$ cat src/rtl/swap_pkg.sv
package swap_pkg;

    typedef enum logic [1:0] {
        OP_HALF_BSWAP = 2'b00,
        OP_WORD_BREV  = 2'b01,
        OP_HALF_XCHG  = 2'b10,
        OP_PASS       = 2'b11
    } swap_op_e;

    typedef struct packed {
        logic z;
        logic s;
        logic cy;
        logic ov;
    } swap_flags_t;

endpackage

$ cat src/rtl/swap_datapath.sv
module swap_datapath
    import swap_pkg::*;
#(
    parameter int DATA_W = 32
) (
    input  swap_op_e            op,
    input  logic [DATA_W-1:0]   src,
    output logic [DATA_W-1:0]   res
);
    localparam int NB = DATA_W / 8;
    localparam int NH = DATA_W / 16;
    localparam int HW = DATA_W / 2;

    logic [DATA_W-1:0] brev_w;
    logic [DATA_W-1:0] hbs_w;
    logic [DATA_W-1:0] xchg_w;

    // Byte reversal across the full word.
    for (genvar b = 0; b < NB; b++) begin : g_brev
        assign brev_w[b*8 +: 8] = src[(NB-1-b)*8 +: 8];
    end

    // Byte swap inside every 16-bit half.
    for (genvar h = 0; h < NH; h++) begin : g_hbs
        assign hbs_w[h*16     +: 8] = src[h*16 + 8 +: 8];
        assign hbs_w[h*16 + 8 +: 8] = src[h*16     +: 8];
    end

    assign xchg_w = {src[HW-1:0], src[DATA_W-1:HW]};

    always_comb begin
        unique case (op)
            OP_HALF_BSWAP: res = hbs_w;
            OP_WORD_BREV:  res = brev_w;
            OP_HALF_XCHG:  res = xchg_w;
            OP_PASS:       res = src;
            default:       res = src;
        endcase
    end

endmodule

$ cat src/rtl/swap_flags.sv
module swap_flags
    import swap_pkg::*;
#(
    parameter int DATA_W = 32
) (
    input  swap_op_e            op,
    input  logic [DATA_W-1:0]   res,
    output swap_flags_t         fl
);
    localparam int NB = DATA_W / 8;
    localparam int HW = DATA_W / 2;

    logic [NB-1:0] byte_zero;
    logic          lo_half_zero;
    logic          hi_half_zero;

    for (genvar b = 0; b < NB; b++) begin : g_bz
        assign byte_zero[b] = (res[b*8 +: 8] == 8'h00);
    end

    assign lo_half_zero = (res[HW-1:0] == '0);
    assign hi_half_zero = (res[DATA_W-1:HW] == '0);

    always_comb begin
        fl    = '0;
        fl.z  = (res == '0);
        fl.s  = res[DATA_W-1];
        unique case (op)
            OP_HALF_BSWAP: fl.cy = byte_zero[0];
            OP_WORD_BREV:  fl.cy = |byte_zero;
            OP_HALF_XCHG:  fl.cy = lo_half_zero | hi_half_zero;
            OP_PASS:       fl.cy = 1'b0;
            default:       fl.cy = 1'b0;
        endcase
    end

endmodule

$ cat src/rtl/swap_unit.sv
module swap_unit
    import swap_pkg::*;
#(
    parameter int DATA_W  = 32,
    parameter bit REG_OUT = 1'b1
) (
    input  logic              clk,
    input  logic              rst_n,
    input  logic [DATA_W-1:0] src_word,
    input  logic [1:0]        op_sel,
    output logic [DATA_W-1:0] result,
    output logic              flag_zero,
    output logic              flag_sign,
    output logic              flag_carry,
    output logic              flag_ovf
);
    localparam int HW = DATA_W / 2;

    swap_op_e          op_e;
    logic [DATA_W-1:0] dp_res;
    swap_flags_t       fl;

    assign op_e = swap_op_e'(op_sel);

    swap_datapath #(.DATA_W(DATA_W)) u_dp (
        .op  (op_e),
        .src (src_word),
        .res (dp_res)
    );

    swap_flags #(.DATA_W(DATA_W)) u_fl (
        .op  (op_e),
        .res (dp_res),
        .fl  (fl)
    );

    if (REG_OUT) begin : g_reg
        logic [DATA_W-1:0] res_q;
        swap_flags_t       fl_q;
        logic              primed;

        always_ff @(posedge clk or negedge rst_n) begin
            if (!rst_n) begin
                res_q  <= '0;
                fl_q   <= '0;
                primed <= 1'b0;
            end else begin
                res_q  <= dp_res;
                fl_q   <= fl;
                primed <= 1'b1;
            end
        end

        assign result     = res_q;
        assign flag_zero  = fl_q.z;
        assign flag_sign  = fl_q.s;
        assign flag_carry = fl_q.cy;
        assign flag_ovf   = fl_q.ov;

        AST_PIPE_LATENCY: assert property (@(posedge clk) disable iff (!rst_n)
            primed |-> (result == $past(dp_res)));
    end else begin : g_comb
        assign result     = dp_res;
        assign flag_zero  = fl.z;
        assign flag_sign  = fl.s;
        assign flag_carry = fl.cy;
        assign flag_ovf   = fl.ov;
    end

    AST_BREV_ENDS: assert property (@(posedge clk) disable iff (!rst_n)
        (op_e == OP_WORD_BREV) |->
            (dp_res[7:0] == src_word[DATA_W-1 -: 8]) &&
            (dp_res[DATA_W-1 -: 8] == src_word[7:0]));

    AST_XCHG_HALVES: assert property (@(posedge clk) disable iff (!rst_n)
        (op_e == OP_HALF_XCHG) |->
            (dp_res[DATA_W-1:HW] == src_word[HW-1:0]));

    AST_PASS_NOCARRY: assert property (@(posedge clk) disable iff (!rst_n)
        (op_e == OP_PASS) |-> (dp_res == src_word) && !fl.cy);

    AST_BSWAP_CARRY: assert property (@(posedge clk) disable iff (!rst_n)
        (op_e == OP_HALF_BSWAP) |-> (fl.cy == (src_word[15:8] == 8'h00)));

endmodule

$ cat config.mk
export PLATFORM = sky130hd
export DESIGN_NAME = swap_unit
export DESIGN_NICKNAME = d
export VERILOG_FILES = /design/src/rtl/swap_pkg.sv /design/src/rtl/swap_datapath.sv /design/src/rtl/swap_flags.sv /design/src/rtl/swap_unit.sv
export SDC_FILE = /design/constraint.sdc
export NUM_CORES = 1
export LEC_CHECK = 0
export BUFFER_PORTS_ARGS = -buffer_cell sky130_fd_sc_hd__buf_2
export CAP_MARGIN = 20
export CORE_ASPECT_RATIO = 0.6
export CORE_MARGIN = 2
export CORE_UTILIZATION = 52
export CTS_CLUSTER_DIAMETER = 200
export DETAILED_ROUTE_END_ITERATION = 10
export GPL_TIMING_DRIVEN = 0
export HOLD_SLACK_MARGIN = 0.02
export MAX_ROUTING_LAYER = met4
export PLACE_DENSITY = 0.82
export SETUP_SLACK_MARGIN = 0.02
export SYNTH_ARGS = -nofsm -noshare
export SYNTH_HDL_FRONTEND = slang
export SYNTH_SLANG_ARGS = --single-unit
$ cat constraint.sdc
create_clock -name clk -period 0.8 [get_ports clk]
set_clock_uncertainty 0.05 [all_clocks]
set_input_delay 0.04 -clock clk [delete_from_list [all_inputs] [get_ports clk]]
set_output_delay 0.04 -clock clk [all_outputs]
set_load 0.02 [all_outputs]
After elaboration in Yosys (flattened, before gate mapping)
Index checks and enable logic that the tools add are counted.
{ "word_totals": {"reg_bits": 35} }
{ "classes": {"n_eq_ne": 3, "muxes": 2, "n_bitwise": 1, "reduce_logical": 9} }
{ "ops": {"columns": ["operator", "n"], "rows": [
  ["$pmux W32 S4", 1],
  ["$logic_not A16 Y1", 2],
  ["$logic_not A32 Y1", 1],
  ["$logic_not A8 Y1", 4],
  ["$eq A2 B2 Y1 const B", 2],
  ["$pmux W1 S4", 1],
  ["$reduce_or A4 Y1", 1],
  ["$eq A2 B1 Y1 const B", 1],
  ["$logic_not A2 Y1", 1],
  ["$or A1 B1 Y1", 1]
]} }

Depth between registers and ports, before layout
Gate-level depths: netlist (run 1).
{ "depth": {"depth_word": 5, "ltp_mapped": 9, "mapped_depth_nobuf": 5} }

Hierarchy
Synthesis (run 1) repeated with hierarchy kept, for this count alone.
{ "hier_totals": {"cells_unflattened": 97, "area_unflattened_um2": 1891.8} }
{ "by_module_without_submodules": {"columns": ["mod", "instances", "cells_each", "area_each_um2"], "rows": [
  ["swap_unit", 1, 36, 900.9],
  ["swap_datapath", 1, 40, 824.5],
  ["swap_flags", 1, 21, 166.4]
]} }

Worst setup path after synthesis (run 1)
OpenSTA, ideal clock, no wires.
{ "synth_timing": {"kind": "input-to-reg", "startpoint": "input port op_sel[0]", "endpoint": "register g_reg.fl_q (netlist bit flag_carry)", "arrival_time_ns": 1.842, "required_ns": 0.664, "path_slack_ns": -1.178, "cell_stages": 8, "path_buffers": 3, "cell_sequence": "buf_4 > buf_6 > buf_2 > mux4_2 > nor4_1 > nand2_1 > or2_2 > o221ai_2"} }
{ "synth_lines": {"columns": ["item", "line_no", "source"], "rows": [
  ["from (decl)", "swap_unit.sv:10", "input logic [1:0] op_sel,"],
  ["to (signal assigned)", "swap_unit.sv:49", "fl_q <= fl;"],
  ["to (decl)", "swap_unit.sv:39", "swap_flags_t fl_q;"]
]} }

==> results of run 1 <==
## layout by cell type (no fill, tap or decap), types with 2 or more instances in the layout
cell type,instances
nor2_1,2
nor4_4,3
dfrtp_1,34
clkbuf_8,6
clkbuf_16,3
mux4_2,32
nand2_1,2
buf_12,7
buf_2,33
buf_6,42
or4_4,4
buf_4,9
nor4_2,2
## worst paths after layout
path / to / slack, ps
setup / recovery: flag_carry$_DFF_PN0_ / -1010
hold / removal: result[22]$_DFF_PN0_ / -240
max in group asynchronous: result[15]$_DFF_PN0_ / 430
min in group clk: result[16]$_DFF_PN0_ / 90
## worst max-delay path, stage by stage
cell	delay [ps]
buf_12	110
buf_12	140
buf_12	120
mux4_2	560
nor4_2	370
nand2_1	190
or2_2	340
o221ai_2	80
## final cells by class
type                       count  area [um^2]  area share, %
sequential                    34          851           29.4
clock buffer                   6         82.6           2.86
buffer                        10          165           5.71
timing repair buffer          85          771           26.7
multi-input combinational     52          936           32.4
clock inverter                 1         30.0           1.04
tap                           45         56.3           1.95
## routing by layer
| layer | vias up | wire length, um | GRT usage, % |
|---|---|---|---|
| li1 | 588 | - | - |
| met1 | 816 | 2290 | 42.5 |
| met2 | 142 | 3060 | 41.5 |
| met3 | 30 | 683 | 7.33 |
| met4 | 0 | 293 | 9.04 |
| met5 | - | 0 | - |
## timing repair
| action | 4_1_cts | 5_1_grt |
|---|---|---|
| gates resized for setup | 87 | 5 |
| setup buffers | 10 | 4 |
| pin swaps | 5 | 0 |
| setup endpoints to repair | 54 | 53 |
| cloned | 0 | 3 |
| endpoints found under the hold margin | 34 | 34 |
## cells in the mapped netlist
master     number
or2_2           1
mux4_2         26
nor4_4          1
nand2_1         2
o221ai_2        1
buf_2           3
a2bb2oi_1       1
or4_4           2
dfrtp_1        34
buf_4           4
a211oi_1        1
nand2b_1        1
buf_6           3
nor4_1          4
or4_1           2
conb_1          1
mux4_1          6
nor3b_1         1
nor2_1          2
## report_power, final
group	internal (mW)	leakage (nW)	total, mW	switching [mW]
logic	0.847	0.787	1.62	0.771
clock network	0.998	0.0573	1.68	0.686
registers	1.88	0.401	1.98	0.0944
total	3.73	1.24	5.28	1.55
## registers in the layout, indices dropped and copies added (netlist names)
register,flops
flag_zero,1
flag_sign,1
result,31
flag_carry,1
## cells by family after synthesis
logic type	Yosys count
other	1
AOI/OAI and AO/OA	3
DFF	34
and+or+nand+nor	16
muxes	32
buffers and inverters	10
## metrics by stage
step	setup TNS, ps	setup WS (ps)	util, %	hold slack [ps]	instances
2_1_floorplan	-8080	-1060	-	-306	96
3_3_place_gp	-11260	-1280	68.6	62.6	209
3_5_place_dp	-11770	-1350	68.6	94.4	209
4_1_cts	-6960	-890	83.8	-212	226
5_1_grt	-8480	-1070	87.5	-180	233
6_report	-7580	-1010	87.5	-241	233
==> flow_metrics.tcl, run 1 <==
set metrics [dict create \
    critPathCaptureType "flip-flop" \
    period_minus_slack_ps 1810 \
    start_util_pct 55.3 \
    yosys-top-cells-area "dfrtp_1 (47%), mux4_2 (32%), mux4_1 (8.6%)" \
    min_period_over_period_pct 226 \
    placed_area_um2 2270 \
    grt_overflow_total 0 \
    hold_path.class "in -> async" \
    hold_slack_ps -241 \
    wl_per_cell_um 27.2 \
    viasPerCell 6.76 \
    yosys.area_share.simple_pct 6.51 \
    peakVddDrop_mv 1.31 \
    num-fill-cells 133 \
    boundaryPins 72 \
    grt_usage_pct 29.2 \
    antenna_left 0 \
    wirelength_mm 6.33 \
    power_mw 5.28 \
    drive_above_1_share_pct 78.2 \
    die_x_um 80.5 \
    synthXorXnorAreaFrac_pct 0 \
    synth_nets 132 \
    power.leakage_nw 1.24 \
    synth.top_cell.area_share_pct 46.6 \
    synth_warnings 0 \
    syn_inst 96 \
    cts_tree "yes" \
    crit_fanout 8 \
    synth_mux_area_share_pct 40.7 \
    dieArea_um2 4020 \
    cts_max_level 2 \
    violations "hold timing, setup timing" \
    slew_violations 0 \
    synth_top_family_by_area "multiplexers" \
    io_buffers 68 \
    hold_viol 34 \
    synth_area_um2 1830 \
    root_buffer "clkbuf_8" \
    gp_congestion 0.863 \
    power_density_nw_per_um2 1830 \
    synthAdderAreaFrac_pct 0 \
    fmaxAchievable_ghz 0.553 \
    clk_pin_slew_worst_paths_ps 80 \
    dr_total_vias 1576 \
    fin_nets 224 \
    clockBufferDepth 2 \
    cts_sinks 34 \
    outcome "finished with violations" \
    fin_area_um2 2890 \
    drv_cap 0 \
    grt_pass1_wl_mm 7.96 \
    synth_compound_area_share_pct 1.71 \
    rsz0062_at_grt "true" \
    crit_type "in -> reg" \
    crit_arrival_ps 1960 \
    syn_avg_cell_area_um2 19.0 \
    first_pass_iters 4 \
    fp.coreArea_um2 3300 \
    grt_pass1_vias 1426 \
    diodes 0 \
    critPathLaunch "op_sel[0]" \
    cp-start-kind "input pin" \
    setup_ws_ps -1010 \
    ys_types 19 \
    relSlewSlack_pct 48.3 \
    yosysSeqAreaShare_pct 46.6 \
    worst_slew_pin_slew_ps 776 \
    grt_max_degree 35 \
    yosys.area.top_type "dfrtp_1" \
    syn2layout_area_growth_pct 58.3 \
    antenna_found_initial 0 \
    cts_made_buffers 5 \
    dieHeight_um 49.9 \
    setup_viol 53 \
    drc 0 \
    drtIter0Drc 133 \
    std_cell_rows 16 \
    dp_hpwl_mm 3.56 \
    ys_seq_elements 34 \
    required_ps 950 \
]
Power figures use the tool's default switching activity.
==> run 2: changes to the inputs <==
Settings changed: CORE_MARGIN 2 to unset.
==> flow_metrics.tcl, run 2 (synthesis results as in run 1) <==
set metrics [dict create \
    outcome "finished with violations" \
    violations "hold timing, setup timing" \
    cp_slowest_cell "mux4_1" \
    cp-start-kind "input pin" \
    dieHeight_um 47.9 \
    diodes 0 \
    crit_arrival_ps 1930 \
    cts_sinks 34 \
    critPathCaptureType "flip-flop" \
    regArea_um2 851 \
    grt_usage_pct 27.9 \
    clk_pin_slew_worst_paths_ps 80 \
    cts_tree "yes" \
    io_buffers 68 \
    critPathBufInv 1 \
    slew_violations 0 \
    hold_slack_ps -244 \
    boundaryPins 72 \
    num-fill-cells 154 \
    root_buffer "clkbuf_8" \
    worst_slew_pin_slew_ps 734 \
    hold_path.class "in -> async" \
    required_ps 940 \
    final_cell_mix "buf_6 (38), dfrtp_1 (34), buf_2 (33)" \
    dr_total_vias 1434 \
    slowest_delay_ps 630 \
    relSlewSlack_pct 51.1 \
    wirelength_mm 5.17 \
    power_density_nw_per_um2 1740 \
    dpl_worst_slack_ps -1350 \
    dp_hpwl_mm 3.58 \
    grt_overflow_total 0 \
    dieArea_um2 3760 \
    cts_max_level 2 \
    rsz0062_at_grt "true" \
    viasPerCell 6.46 \
    drc 0 \
    die_x_um 78.5 \
    hold_viol 34 \
    wl_per_cell_um 23.3 \
    std_cell_rows 16 \
    antenna_found_initial 0 \
    critPathTopFamily "simple AND/OR/NAND/NOR gates" \
    final_common_cell "buf_6" \
    drive_above_1_share_pct 76.3 \
    utilization_pct 83.3 \
    crit_fanout 8 \
    drtIter0Drc 188 \
    setup_ws_ps -983 \
    largest_reg_flops 31 \
    fin_nets 212 \
    drv_cap 0 \
    power.leakage_nw 1.17 \
    fp.coreArea_um2 3300 \
    gp_congestion 0.881 \
    multi_input_area_um2 938 \
    min_period_over_period_pct 223 \
    period_minus_slack_ps 1780 \
    setup_viol 53 \
    start_util_pct 55.3 \
    syn2layout_area_growth_pct 50.6 \
    grt_pass1_vias 1257 \
    path_cells "buf_12 -> mux4_1 -> or4_4 -> nor4_4 -> a2bb2oi_2 -> o221ai_2" \
    antenna_left 0 \
    peakVddDrop_mv 1.07 \
    grt_max_degree 35 \
    power_mw 4.80 \
    first_pass_iters 4 \
    clockBufferDepth 2 \
    crit_type "in -> reg" \
    fmaxAchievable_ghz 0.561 \
    grt_pass1_wl_mm 6.80 \
    cts_made_buffers 5 \
]
run 2: per-stage QoR:
step                TNS, ps  instances  instance area (um^2)
floorplan             -8080         96                  1870
global placement     -11320        209                  2270
detailed placement   -11680        209                  2270
CTS                   -6950        217                  2640
finish                -6500        222                  2750
global route          -7560        222                  2750
run 2: area by class of cell:
| class | count | share of cell area [%] |
|---|---|---|
| Buffer | 10 | 5.87 |
| Clock buffer | 6 | 3.00 |
| Clock inverter | 2 | 0.455 |
| Multi-Input combinational cell | 52 | 34.1 |
| Sequential cell | 34 | 30.9 |
| Tap cell | 45 | 2.05 |
| Timing Repair Buffer | 73 | 23.6 |
run 2: worst paths after layout:
check / startpoint / to / slack (ps) / cells past startpoint
worst max-delay path: op_sel[1] / flag_carry$_DFF_PN0_ / -980 / 6
min in group clk: src_word[16] / result[24]$_DFF_PN0_ / 80 / 2
max in group asynchronous: rst_n / result[7]$_DFF_PN0_ / 470 / 1
worst min-delay path: rst_n / result[25]$_DFF_PN0_ / -240 / 1
run 2: metal layers:
| metal | up-vias | track usage, % | part of all wire [%] |
|---|---|---|---|
| met1 | 691 | 36.3 | 38 |
| met5 | - | - | 0 |
| met3 | 29 | 11.2 | 12 |
| met2 | 150 | 40.3 | 46 |
| li1 | 564 | - | - |
| met4 | 0 | 10.0 | 3.7 |
run 2: power breakdown:
group / internal (mW) / leakage [nW] / switching, mW / total [mW]
clock: 0.691 / 0.0472 / 0.629 / 1.32
combinational: 0.785 / 0.721 / 0.723 / 1.51
sequential: 1.88 / 0.401 / 0.0853 / 1.97
run 2: repair_timing:
item                                    CTS  global route
endpoints found under the setup margin   52            54
pin swaps                                 2             1
cloned                                    0             3
buffers inserted                          0             2
endpoints found under the hold margin    34            34
resized for setup                        80             5
==> run 3: changes to the inputs <==
Settings changed: SKIP_LAST_GASP set to 1, TNS_END_PERCENT set to 50.
==> flow_metrics.tcl, run 3 (synthesis results as in run 1) <==
set metrics [dict create \
    cts_made_buffers 5 \
    peakVddDrop_mv 1.03 \
    fin_area_um2 2660 \
    critPathLaunch "op_sel[1]" \
    viasPerCell 6.48 \
    cp-start-kind "input pin" \
    drv_cap 0 \
    slew_violations 0 \
    relSlewSlack_pct 52.4 \
    final_cell_mix "buf_2 (53), dfrtp_1 (34), mux4_2 (31)" \
    crit_type "in -> reg" \
    antenna_found_initial 0 \
    drc 0 \
    boundaryPins 72 \
    cts_max_level 2 \
    std_cell_rows 16 \
    fp.coreArea_um2 3300 \
    io_buffers 68 \
    dpl_worst_slack_ps -1350 \
    power.leakage_nw 1.14 \
    rsz0062_at_grt "true" \
    clockBufferDepth 2 \
    die_x_um 78.5 \
    gp_congestion 0.881 \
    drive_above_1_share_pct 76.5 \
    cts_tree "yes" \
    violations "hold timing, setup timing" \
    dieHeight_um 47.9 \
    required_ps 940 \
    grt_max_degree 35 \
    root_buffer "clkbuf_8" \
    outcome "finished with violations" \
    dieArea_um2 3760 \
    setup_viol 54 \
    fin_cells 224 \
    clk_pin_slew_worst_paths_ps 80 \
    diodes 0 \
    dpl.cell_count 209 \
    final_common_cell "buf_2" \
    grt_pass1_vias 1205 \
    crit_end "flag_carry$_DFF_PN0_" \
    grt_pass1_wl_mm 6.67 \
    syn2layout_area_growth_pct 45.7 \
    critPathCaptureType "flip-flop" \
    dp_hpwl_mm 3.58 \
    largest_reg_flops 31 \
    hold_slack_ps -252 \
    placed_area_um2 2270 \
    crit_fanout 10 \
    fin_nets 214 \
    wl_per_cell_um 23.5 \
    cts_sinks 34 \
    power_density_nw_per_um2 1770 \
    fmaxAchievable_ghz 0.547 \
    wirelength_mm 5.26 \
    worst_slew_pin_slew_ps 714 \
    setup_ws_ps -1030 \
    grt_overflow_total 0 \
    drtIter0Drc 161 \
    min_period_over_period_pct 229 \
    first_pass_iters 4 \
    hold_viol 34 \
    dr_total_vias 1452 \
    antenna_left 0 \
    period_minus_slack_ps 1830 \
    grt_usage_pct 27.2 \
    hold_path.class "in -> async" \
    start_util_pct 55.3 \
    num-fill-cells 170 \
    crit_arrival_ps 1970 \
]
==> run 3: cell types whose count changed in the layout (fill, tap and decap cells not counted) <==
cell / before / now
nor4_4: 3 / 4
nor4_2: 2 / 1
buf_8: 0 / 1
buf_6: 38 / 19
buf_2: 33 / 53
==> run 3: where the power goes <==
| part | internal [mW] | leakage, nW | switching [mW] |
|---|---|---|---|
| combinational | 0.684 | 0.695 | 0.730 |
| sequential | 1.88 | 0.401 | 0.0610 |
| clock | 0.692 | 0.0472 | 0.652 |
==> run 3: final cells by class <==
type | count | area, um^2 | share of cell area (%)
Buffer | 10 | 165 | 6.21
Timing Repair Buffer | 75 | 547 | 20.5
Clock buffer | 6 | 82.6 | 3.10
Multi-Input combinational cell | 52 | 947 | 35.6
Clock inverter | 2 | 12.5 | 0.470
Sequential cell | 34 | 851 | 32.0
Tap cell | 45 | 56.3 | 2.12
==> run 3: worst max-delay path: stages <==
cell	delay [ps]
buf_12	120
buf_12	140
mux4_2	530
or4_4	480
nor4_4	360
a2bb2oi_2	110
o221ai_2	180
==> run 3: per-stage QoR <==
step	power (mW)	TNS (ps)	util (%)
4_1_cts	4.51	-7120	74.8
3_3_place_gp	3.07	-11320	68.6
6_report	4.70	-7140	80.6
2_1_floorplan	2.67	-8080	-
3_5_place_dp	3.11	-11680	68.6
5_1_grt	4.86	-8270	80.6
==> run 3: worst min path at each step <==
stage | endpoint | cells after the start
after floorplan | flag_carry$_DFF_PN0_ | 0
after global placement | result[3]$_DFF_PN0_ | 1
after detailed placement | result[0]$_DFF_PN0_ | 1
after CTS | result[27]$_DFF_PN0_ | 1
after global routing | result[18]$_DFF_PN0_ | 1
final | result[3]$_DFF_PN0_ | 1
==> run 3: routing by layer <==
metal | GRT usage [%] | share of wire, %
met3 | 12.8 | 13
met2 | 37.4 | 47
met5 | - | 0
met4 | 9.63 | 1.5
met1 | 35.5 | 38
==> run 3: timing repair <==
action,4_1_cts,5_1_grt
setup endpoints to repair,52,55
hold endpoints to repair,34,34
pin swaps,2,1
gates cloned,0,3
resized for setup,28,21
buffers inserted,0,4
